### config.mk
export PLATFORM = sky130hd
export DESIGN_NAME = i2c_cmd_word_rx
export DESIGN_NICKNAME = d
export VERILOG_FILES = /design/src/rtl/i2c_cmd_word_rx.sv
export SDC_FILE = /design/constraint.sdc
export NUM_CORES = 1
export LEC_CHECK = 0
export BUFFER_PORTS_ARGS = -buffer_cell sky130_fd_sc_hd__clkbuf_2
export CAP_MARGIN = 10
export CORE_MARGIN = 2
export CORE_UTILIZATION = 51
export CTS_CLUSTER_DIAMETER = 150
export DETAILED_ROUTE_END_ITERATION = 8
export PLACE_DENSITY = 0.82
export SYNTH_ARGS = -nofsm -noshare
export SYNTH_HDL_FRONTEND = slang
export SYNTH_SLANG_ARGS = --single-unit
### constraint.sdc
create_clock -name clk -period 2 [get_ports clk]
set_clock_uncertainty 0.2 [all_clocks]
set_input_delay 0.2 -clock clk [delete_from_list [all_inputs] [get_ports clk]]
set_output_delay 0.2 -clock clk [all_outputs]
set_load 0.1 [all_outputs]
### src/rtl/i2c_cmd_word_rx.sv
module i2c_cmd_word_rx #(
  parameter logic [6:0] GLOBAL_ADDR = 7'b1110011,
  parameter int         RES_BITS    = 16
) (
  input  logic                clk,
  input  logic                rst_n,
  input  logic                scl_i,
  input  logic                sda_i,
  input  logic [6:0]          dev_addr_i,
  output logic                sda_pull_o,
  output logic                word_valid_o,
  output logic [3:0]          cmd_o,
  output logic [3:0]          chan_o,
  output logic [RES_BITS-1:0] code_o
);

  typedef enum logic [1:0] {S_IDLE, S_ADDR, S_DATA, S_SKIP} st_t;

  logic [1:0] scl_sy, sda_sy;
  logic       scl_d, sda_d;
  logic       scl_s, sda_s;
  logic       start_det, stop_det, scl_rise, scl_fall;
  st_t        st;
  logic [3:0] bitcnt;
  logic [1:0] nbytes;
  logic [7:0] shreg, b0, b1;
  logic [15:0] dword;
  logic       addr_hit;

  assign scl_s     = scl_sy[1];
  assign sda_s     = sda_sy[1];
  assign start_det = scl_s & scl_d & sda_d & ~sda_s;
  assign stop_det  = scl_s & scl_d & ~sda_d & sda_s;
  assign scl_rise  = scl_s & ~scl_d;
  assign scl_fall  = ~scl_s & scl_d;
  assign dword     = {b1, shreg};
  assign addr_hit  = ~shreg[0] &
                     ((shreg[7:1] == dev_addr_i) || (shreg[7:1] == GLOBAL_ADDR));

  always_ff @(posedge clk or negedge rst_n) begin
    if (!rst_n) begin
      scl_sy       <= 2'b11;
      sda_sy       <= 2'b11;
      scl_d        <= 1'b1;
      sda_d        <= 1'b1;
      st           <= S_IDLE;
      bitcnt       <= '0;
      nbytes       <= '0;
      shreg        <= '0;
      b0           <= '0;
      b1           <= '0;
      sda_pull_o   <= 1'b0;
      word_valid_o <= 1'b0;
      cmd_o        <= '0;
      chan_o       <= '0;
      code_o       <= '0;
    end else begin
      scl_sy       <= {scl_sy[0], scl_i};
      sda_sy       <= {sda_sy[0], sda_i};
      scl_d        <= scl_s;
      sda_d        <= sda_s;
      word_valid_o <= 1'b0;
      if (start_det) begin
        st         <= S_ADDR;
        bitcnt     <= '0;
        nbytes     <= '0;
        sda_pull_o <= 1'b0;
      end else if (stop_det) begin
        st         <= S_IDLE;
        bitcnt     <= '0;
        sda_pull_o <= 1'b0;
      end else if (st == S_ADDR || st == S_DATA) begin
        if (scl_rise && bitcnt < 4'd8) begin
          shreg  <= {shreg[6:0], sda_s};
          bitcnt <= bitcnt + 4'd1;
        end else if (scl_fall && bitcnt == 4'd8) begin
          bitcnt <= 4'd9;
          if (st == S_ADDR) begin
            if (addr_hit) sda_pull_o <= 1'b1;
            else          st <= S_SKIP;
          end else if (nbytes != 2'd3) begin
            sda_pull_o <= 1'b1;
            nbytes     <= nbytes + 2'd1;
            case (nbytes)
              2'd0:    b0 <= shreg;
              2'd1:    b1 <= shreg;
              default: begin
                cmd_o        <= b0[7:4];
                chan_o       <= b0[3:0];
                code_o       <= dword[15 -: RES_BITS];
                word_valid_o <= 1'b1;
              end
            endcase
          end
        end else if (scl_fall && bitcnt == 4'd9) begin
          bitcnt     <= '0;
          sda_pull_o <= 1'b0;
          if (st == S_ADDR) st <= S_DATA;
        end
      end
    end
  end

endmodule


**Word-level counts from Yosys, hierarchy flattened**

Index checks and enable logic that the tools add are counted.

- Add/sub/neg operators: 2
- Magnitude comparators: 1
- Equality and inequality tests: 17
- Muxes and demuxes: 39
- Bitwise gates (word level): 18
- Reduce and logical (&&, ||, !) cells: 21

Operators by type and width:

| kind | count |
|---|---|
| 2-to-1 mux 2 bit | 16 |
| 2-to-1 mux 4 bit | 6 |
| AND reduction 8 bit | 3 |
| 2-to-1 mux 1 bit | 17 |
| != test 4 bit, second input constant | 3 |
| AND reduction 6 bit | 2 |
| inverter 1 bit | 10 |
| AND 1 bit | 8 |
| equality test 4 bit, second input constant | 2 |
| != test 2 bit, second input constant | 4 |
| equality test 7 bit | 1 |
| equality test 7 bit, second input constant | 1 |
| nonzero test 2 bit | 3 |
| != test 5 x 4 -> 1 bit, second input constant | 1 |
| != test 5 bit, second input constant | 1 |
| AND reduction 5 bit | 1 |
| nonzero test 5 bit | 1 |
| adder 4 x 1 -> 4 bit, second input constant | 1 |
| equality test 2 x 1 -> 1 bit, second input constant | 2 |
| < comparator 4 bit, second input constant | 1 |
| AND reduction 4 bit | 1 |
| nonzero test 4 bit | 1 |
| logical AND 1 bit | 3 |
| != test 3 bit, second input constant | 1 |
| 7 further kinds | 8 |

- Bits in registers: 64
- Output and inout port bits: 26
- Logic and storage cells: 113

**Depth between registers and ports, before layout**

Gate-level depths: netlist (run 1).

- Depth after elaboration: 10
- Mapped depth: 7
- Gate-level depth less buffers: 6

**Worst setup path before layout (run 1)**

No wires, ideal clock.

- Path type: reg-to-reg
- From: register st[0]
- To: register chan_o[0]
- Setup time: 125 ps
- Arrival: 1767 ps
- Required time: 1675 ps
- Slack: -92 ps
- Stages on the path, launching flop included: 6
- Buffers on the path: 1
- Clock period less this slack: 2092 ps
- Cell sequence: dfrtp_1 ha_1 nor2_1 nand4_4 buf_6 mux2_4

- Cells in the longest elaborated chain, start to end: 3
- Elaborated cells on any way between the ends: 5
- Classes of those cells: eq/ne (2); bitwise (1); reduce/logical (2)

RTL lines:

| what | RTL line | text |
|---|---|---|
| start, declared | 23 | `st_t st;` |
| start signal, assigned | 46 | `st <= S_IDLE;` |
| start signal, assigned | 64 | `st <= S_ADDR;` |
| start signal, assigned | 69 | `st <= S_IDLE;` |
| equality test 2 x 1 -> 1 bit / equality test 2 bit (equally long branches) | 72, 78 |  |
| logical OR 1 bit / inverter 1 bit (equally long branches) | -- |  |
| AND reduction 8 bit (no line) * | -- |  |
| end signal, assigned | 89 | `chan_o <= b0[3:0];` |
| end, declared | 13 | `output logic [3:0] chan_o,` |

Every way passes the cells marked *; elsewhere a longest branch is shown, timed or not.
A chain may end at the register's enable or synchronous reset.

**Worst setup path after layout (run 1)**

- From: register scl_d
- To: register chan_o[2]

- Cells in the longest elaborated chain, start to end: 5
- Elaborated cells on any way between the ends: 14
- Classes of those cells: bitwise (11); reduce/logical (3)

RTL lines:

| what | RTL line | text |
|---|---|---|
| start, declared | 20 | `logic scl_d, sda_d;` |
| start signal, assigned | 60 | `scl_d <= scl_s;` |
| AND 1 bit / inverter 1 bit (equally long branches) | 32, 33, 34 |  |
| AND 1 bit (on tied branches) | 33, 32, 34 |  |
| AND 1 bit, or another cell as far along | 33 | `assign stop_det = scl_s & scl_d & ~sda_d & sda_s;` |
| inverter 1 bit (no line) | -- |  |
| AND reduction 8 bit (no line) * | -- |  |

Marks and branches as above.

==> results of run 1 <==
## repair_timing
action	CTS	global route
endpoints found under the setup margin	43	37
buffers inserted	1	0
hold endpoints to repair	20	0
gates resized for setup	5	10
hold buffers	3	0
## layout make-up
| type | count | area (um2) | share of cell area |
|---|---|---|---|
| Clock inverter | 2 | 37.5 | 0.0104 |
| Inverter | 10 | 37.5 | 0.0104 |
| Clock buffer | 13 | 169 | 0.0467 |
| Timing Repair Buffer | 56 | 392 | 0.108 |
| Sequential cell | 64 | 1610 | 0.446 |
| Multi-Input combinational cell | 123 | 1280 | 0.354 |
| Tap cell | 72 | 90.1 | 0.0249 |
## worst paths after layout
path | start | end | slack [ns] | cells after the start
max in group asynchronous | rst_n | sda_sy[0] | 0.79 | 3
worst min-delay path | dev_addr_i[1] | sda_pull_o | 0.14 | 5
worst max register to register | scl_d | chan_o[2] | 0.04 | 5
min in group asynchronous | rst_n | code_o[10] | 0.16 | 2
worst min register to register | scl_sy[0] | scl_sy[1] | 0.16 | 0
worst max-delay path | scl_d | chan_o[2] | 0.04 | 5
## where the power goes
group	internal (uW)	switching [uW]
combinational	313	342
clock	671	466
sequential	1410	191
## critical path: cells and delay by family, from the launching register on
| kind | cells | cell delay, ns |
|---|---|---|
| simple gates | 3 | 0.58 |
| flops | 1 | 0.56 |
| mux | 1 | 0.30 |
| buf+inv | 1 | 0.21 |
## cells in the mapped netlist, drive strengths merged (2+ instances only)
master / number
a211oi: 3
a21oi: 2
and3: 2
buf: 3
dfrtp: 58
dfstp: 6
ha: 10
inv: 10
mux2: 48
mux2i: 3
nand2: 7
nand3: 3
nand4: 2
nand4b: 2
nor2: 6
nor3: 2
o211ai: 2
o21ai: 5
o41a: 2
or2: 2
xnor2: 7
## per-stage QoR
stage	setup TNS, ns	util	instance area (um2)
floorplan	0	-	2900
global placement	-0.00343	0.600	3300
detailed placement	-1.39	0.600	3300
CTS	0	0.648	3570
global route	-0.00663	0.656	3610
finish	0	0.656	3610
## registers in the layout, summed over array words and instances (netlist names)
name and flops:
code_o 16, b0 8, b1 8, shreg 8, bitcnt 4, chan_o 4
cmd_o 4, nbytes 2, scl_sy 2, sda_sy 2, st 2, scl_d 1
sda_d 1, sda_pull_o 1, word_valid_o 1
## layer usage
| metal | track usage | wire, um | vias to the layer above |
|---|---|---|---|
| met5 | 0 | 0 | - |
| met4 | 0.0879 | 94 | 0 |
| met3 | 0.0545 | 174 | 12 |
| met2 | 0.315 | 2720 | 31 |
| met1 | 0.228 | 2360 | 909 |
| li1 | - | - | 847 |
## kinds of logic after synthesis
group           count (synthesis)  share of synthesized area
simple gates                   33                     0.0745
fa+ha+maj                      10                     0.0433
buf+inv                        14                     0.0247
flops                          64                      0.557
xor+xnor                        8                     0.0242
mux                            51                      0.223
compound gates                 21                     0.0532
## layout by cell type (no fill, tap or decap), types with 4 or more instances in the layout
cell | synthesis | final
buf_12 | 0 | 4
dfstp_2 | 6 | 6
clkbuf_2 | 0 | 36
o21ai_0 | 5 | 4
clkbuf_8 | 0 | 12
mux2_2 | 28 | 27
xnor2_1 | 7 | 7
ha_1 | 10 | 9
inv_1 | 10 | 10
nand2_1 | 7 | 7
buf_4 | 1 | 12
dfrtp_1 | 58 | 57
mux2_4 | 20 | 21
==> run_results.csv, run 1 <==
group,metric,value,unit
setup_path,worst-endpoint-required,2.02,ns
drt,first_pass_iters,4,
final_layout,fillers,388,
timing,slew_viol_final,0,
power_and_ir_drop,leakagePower,0.00183,uW
timing,min_period_over_period,0.979,
setup_path,cp.arrival,1.98,ns
timing,slew_headroom,0.638,
power_and_ir_drop,peakVddDrop,0.000701,V
synthesis,avgSynthCellArea,14.4,um2
timing,fmax,511,MHz
timing,whs,0.136,ns
timing,hold_viol,0,
setup_path,slowest_stage,"dfstp_2",
setup_path,slowest_delay,0.56,ns
global_route,grt_pass1_wl,8.91,mm
setup_path,crit_fanout,11,
final_layout,drive_gt1_frac,0.507,
final_layout,instances_no_fill,340,
floorplan,die_area,0.00629,mm2
drt,avgViaCountPerCell,5.29,
placed_design,post-place-ws,-0.0816,ns
floorplan,die-height,79.3,um
final_layout,final_nets,285,
timing,grt_setup_unrepaired,"true",
drt,drc,0,
clock_network,cts_sinks,64,
floorplan,rows,27,
drt,drt-total-wl,5.35,mm
timing,setup_slack,0.0429,ns
status,outcome,"complete, no violations",
drt,drtIter0Drc,63,
synthesis,synth_edf_count,0,
setup_path,crit_chain,"and4bb_1 -> and2_4 -> nand4_4 -> buf_12 -> mux2_4",
final_layout,syn2layout_area_growth,25.0,%
clock_network,cts_tree,"done",
global_route,grt_usage,0.190,
global_route,first_global_vias,1912,
floorplan,core_area,0.00551,mm2
synthesis,yosysWarningCount,0,
timing,timing.final.crit_period,1.96,ns
final_layout,diodes,0,
synthesis,syn_nets,222,
placed_design,post-dp-hpwl,3.68,mm
floorplan,pin_count,37,
synthesis,synthFlopType,"dfrtp_1",
clock_network,cts_buffer_depth,2,
floorplan,die_w,79.3,um
placed_design,gp_congestion,0.899,
synthesis,synth_cell_types,42,
floorplan,start_util,0.525,
synthesis,yosys_register_bits,64,
synthesis,ys_top_cells_by_area,"dfrtp_1 50%, mux2_2 11%, mux2_4 10%",
synthesis,synthCells,201,
power_and_ir_drop,power,3400,uW
synthesis,synthArstFlopShare,1.00,
synthesis,synth.cell_area,0.00289,mm2
setup_path,crit_path_end_kind,"register",
drt,routedWlPerCell,15.7,um
setup_path,cp-start-kind,"register",
clock_network,clkSlewWorstSetupHoldPaths,0.07,ns
power_and_ir_drop,power_density,940,mW/mm2
setup_path,critPathKind,"register to register",
placed_design,placedCellCount,321,
clock_network,cts-htree-levels,3,
clock_network,clock_latency,0.33,ns
timing,setup_viol,0,
timing,worstMarginPinSlew,0.545,ns
synthesis,synth_top_area_cell,"dfrtp_1",
synthesis,ys_seq_area_frac,0.557,
flow_run,drv_cap,0,
placed_design,port-buffer-count,36,
global_route,grt_max_degree,47,
clock_network,clockRootBuffer,"clkbuf_8",
clock_network,numCtsBuffers,9,
global_route,antenna_found_initial,0,
drt,via_count,1799,
global_route,grt_remaining_overflow,0,
synthesis,synth_top_area_share,0.502,
drt,ant_nets,0,
min_path,hold_path_class,"primary input to register",
Note: power is estimated with default switching activity, not from simulation.
==> run 2, diff against run 1 <==
PLACE_DENSITY = 0.74   (was 0.82)
==> run 2 against run 1 <==
The flow now finishes with violations (negative setup slack). Non-clock buffer count grew 12. Critical path depth unchanged. Setup slack worse by 0.082 ns. Routed wire length up 12%. Power decreased by 0.16%. Flip-flop and latch count unchanged. Final area grew 3.4%. Final cell count increased by 3.8%. Core utilization up 2.2 points. Combinational power rose by 3.7%. Critical endpoint is now code_o[13]. Largest cell class unchanged. Highest routed layer unchanged.
==> run_results.csv, run 2 (same netlist as run 1, synthesis figures left out) <==
group,metric,value,unit
status,outcome,"finished, violations left",
status,failed_checks,"negative setup slack",
drt,routedWlPerCell,16.9,um
clock_network,clkSlewWorstSetupHoldPaths,0.07,ns
clock_network,numCtsBuffers,9,
clock_network,cts_sinks,64,
timing,min_period_over_period,1.02,
global_route,antenna_found_initial,0,
drt,drtIter0Drc,86,
min_path,min_delay_path_depth,5,
timing,slew_viol_final,0,
setup_path,slowest_delay,0.55,ns
floorplan,start_util,0.525,
timing,fmax,490,MHz
setup_path,worst-endpoint-required,2.03,ns
timing,hold_viol,0,
placed_design,gp_congestion,0.812,
timing,setup-tns-final,-0.448,ns
final_layout,final_common_cell,"dfrtp_1",
drt,ant_nets,0,
setup_path,cp-start-kind,"register",
placed_design,post-place-ws,-0.0787,ns
clock_network,cts-htree-levels,3,
global_route,grt_max_degree,26,
floorplan,core_area,0.00551,mm2
clock_network,clock_latency,0.35,ns
power_and_ir_drop,pwr-share-comb,0.200,
global_route,grt_pass1_wl,9.42,mm
setup_path,crit_path_end_kind,"register",
floorplan,pin_count,37,
power_and_ir_drop,seqPwrFrac,0.475,
floorplan,die-height,79.3,um
clock_network,cts_buffer_depth,2,
drt,avgViaCountPerCell,5.31,
power_and_ir_drop,leakagePower,0.00190,uW
setup_path,critPathKind,"register to register",
global_route,grt_usage,0.202,
power_and_ir_drop,switchingPower,1070,uW
drt,drt-total-wl,5.97,mm
power_and_ir_drop,power_density,908,mW/mm2
timing,setup_viol,23,
power_and_ir_drop,pwr-share-clk,0.325,
setup_path,slowest_stage,"dfstp_2",
setup_path,cp.arrival,2.07,ns
power_and_ir_drop,p_sw_frac,0.317,
timing,grt_setup_unrepaired,"true",
power_and_ir_drop,p_int,2320,uW
timing,setup_slack,-0.0396,ns
setup_path,rr_worst_depth,5,
final_layout,top_register,"code_o",
placed_design,post-dp-hpwl,3.95,mm
drt,via_count,1873,
flow_run,drv_cap,0,
setup_path,crit_fanout,7,
floorplan,die_w,79.3,um
final_layout,stdcell_area,0.00374,mm2
power_and_ir_drop,peakVddDrop,0.000532,V
clock_network,clockRootBuffer,"clkbuf_8",
final_layout,largest_reg_flops,16,
placed_design,placedCellCount,328,
final_layout,instances_no_fill,353,
setup_path,crit_chain,"and4bb_1 -> and2_4 -> nand4_4 -> clkbuf_16 -> mux2_4",
drt,first_pass_iters,4,
drt,drc,0,
final_layout,syn2layout_area_growth,29.3,%
timing,slew_headroom,0.586,
timing,timing.final.crit_period,2.04,ns
clock_network,cts_tree,"done",
final_layout,drive_gt1_frac,0.541,
placed_design,port-buffer-count,36,
final_layout,final_util,0.678,
placed_design,placed_cell_area,0.00336,mm2
floorplan,die_area,0.00629,mm2
final_layout,final_nets,297,
setup_path,regToRegSetupSlack,-0.04,ns
final_layout,layout_common_cells,"58 x dfrtp_1, 36 x clkbuf_2, 27 x mux2_4, 23 x buf_4, 21 x mux2_2",
min_path,hold_path_class,"primary input to register",
floorplan,rows,27,
timing,worstMarginPinSlew,0.621,ns
global_route,grt_remaining_overflow,0,
final_layout,diodes,0,
global_route,first_global_vias,1966,
[run 2: cell count changes in the layout (fill, tap and decap cells not counted), sizes merged]
cell / delta
buf: +11
clkbuf: -3
clkinv: +2
clkinvlp: +2
inv: +1
[run 2: layout make-up]
type | instances | area, um2
fillers | 369 | 1770
flip-flops and latches | 64 | 1610
multi-input cells | 123 | 1310
repair buffers | 68 | 499
clock buffers | 9 | 124
well taps | 72 | 90.1
clock inverters | 7 | 71.3
inverters | 10 | 37.5
[run 2: metrics by stage]
stage                     hold WS, ns  power [uW]
after floorplan                -0.296        1950
after global placement         0.0346        2220
after detailed placement       0.0449        2240
after CTS                       0.135        3370
after global routing            0.165        3540
final                           0.146        3390
[run 2: routing by layer]
layer / track usage / share of wire
met3: 0.0477 / 0.034
met2: 0.348 / 0.52
met5: 0 / 0
met1: 0.236 / 0.42
met4: 0.102 / 0.026
[run 2: path summary, 6_finish.rpt]
| path | end | from |
|---|---|---|
| min in group asynchronous | code_o[2] | rst_n |
| worst max register to register | code_o[13] | scl_d |
| worst max-delay path | code_o[13] | scl_d |
| worst min-delay path | sda_pull_o | dev_addr_i[1] |
| max in group asynchronous | sda_sy[1] | rst_n |
| worst min register to register | scl_sy[1] | scl_sy[0] |
[run 2: worst max-delay path: cells and delay by family, from the launching register on]
family | cells | cell delay [ns]
buffers and inverters | 1 | 0.24
flip-flops | 1 | 0.55
AND/OR/NAND/NOR | 3 | 0.64
multiplexers | 1 | 0.29
[run 2: power by group through the flow]
stage | combinational [uW] | clock (uW) | sequential, uW
after floorplan | 361 | 0 | 1590
after global placement | 593 | 0 | 1630
after detailed placement | 605 | 0 | 1630
after CTS | 648 | 1120 | 1600
after global routing | 734 | 1180 | 1630
final | 679 | 1100 | 1610
[run 2: repair_timing]
action	in CTS	in global routing
endpoints found under the hold margin	22	0
pin swaps	1	4
gates resized for setup	10	14
setup endpoints to repair	44	51
buffers inserted	4	1
cloned	1	0
hold buffers	3	0
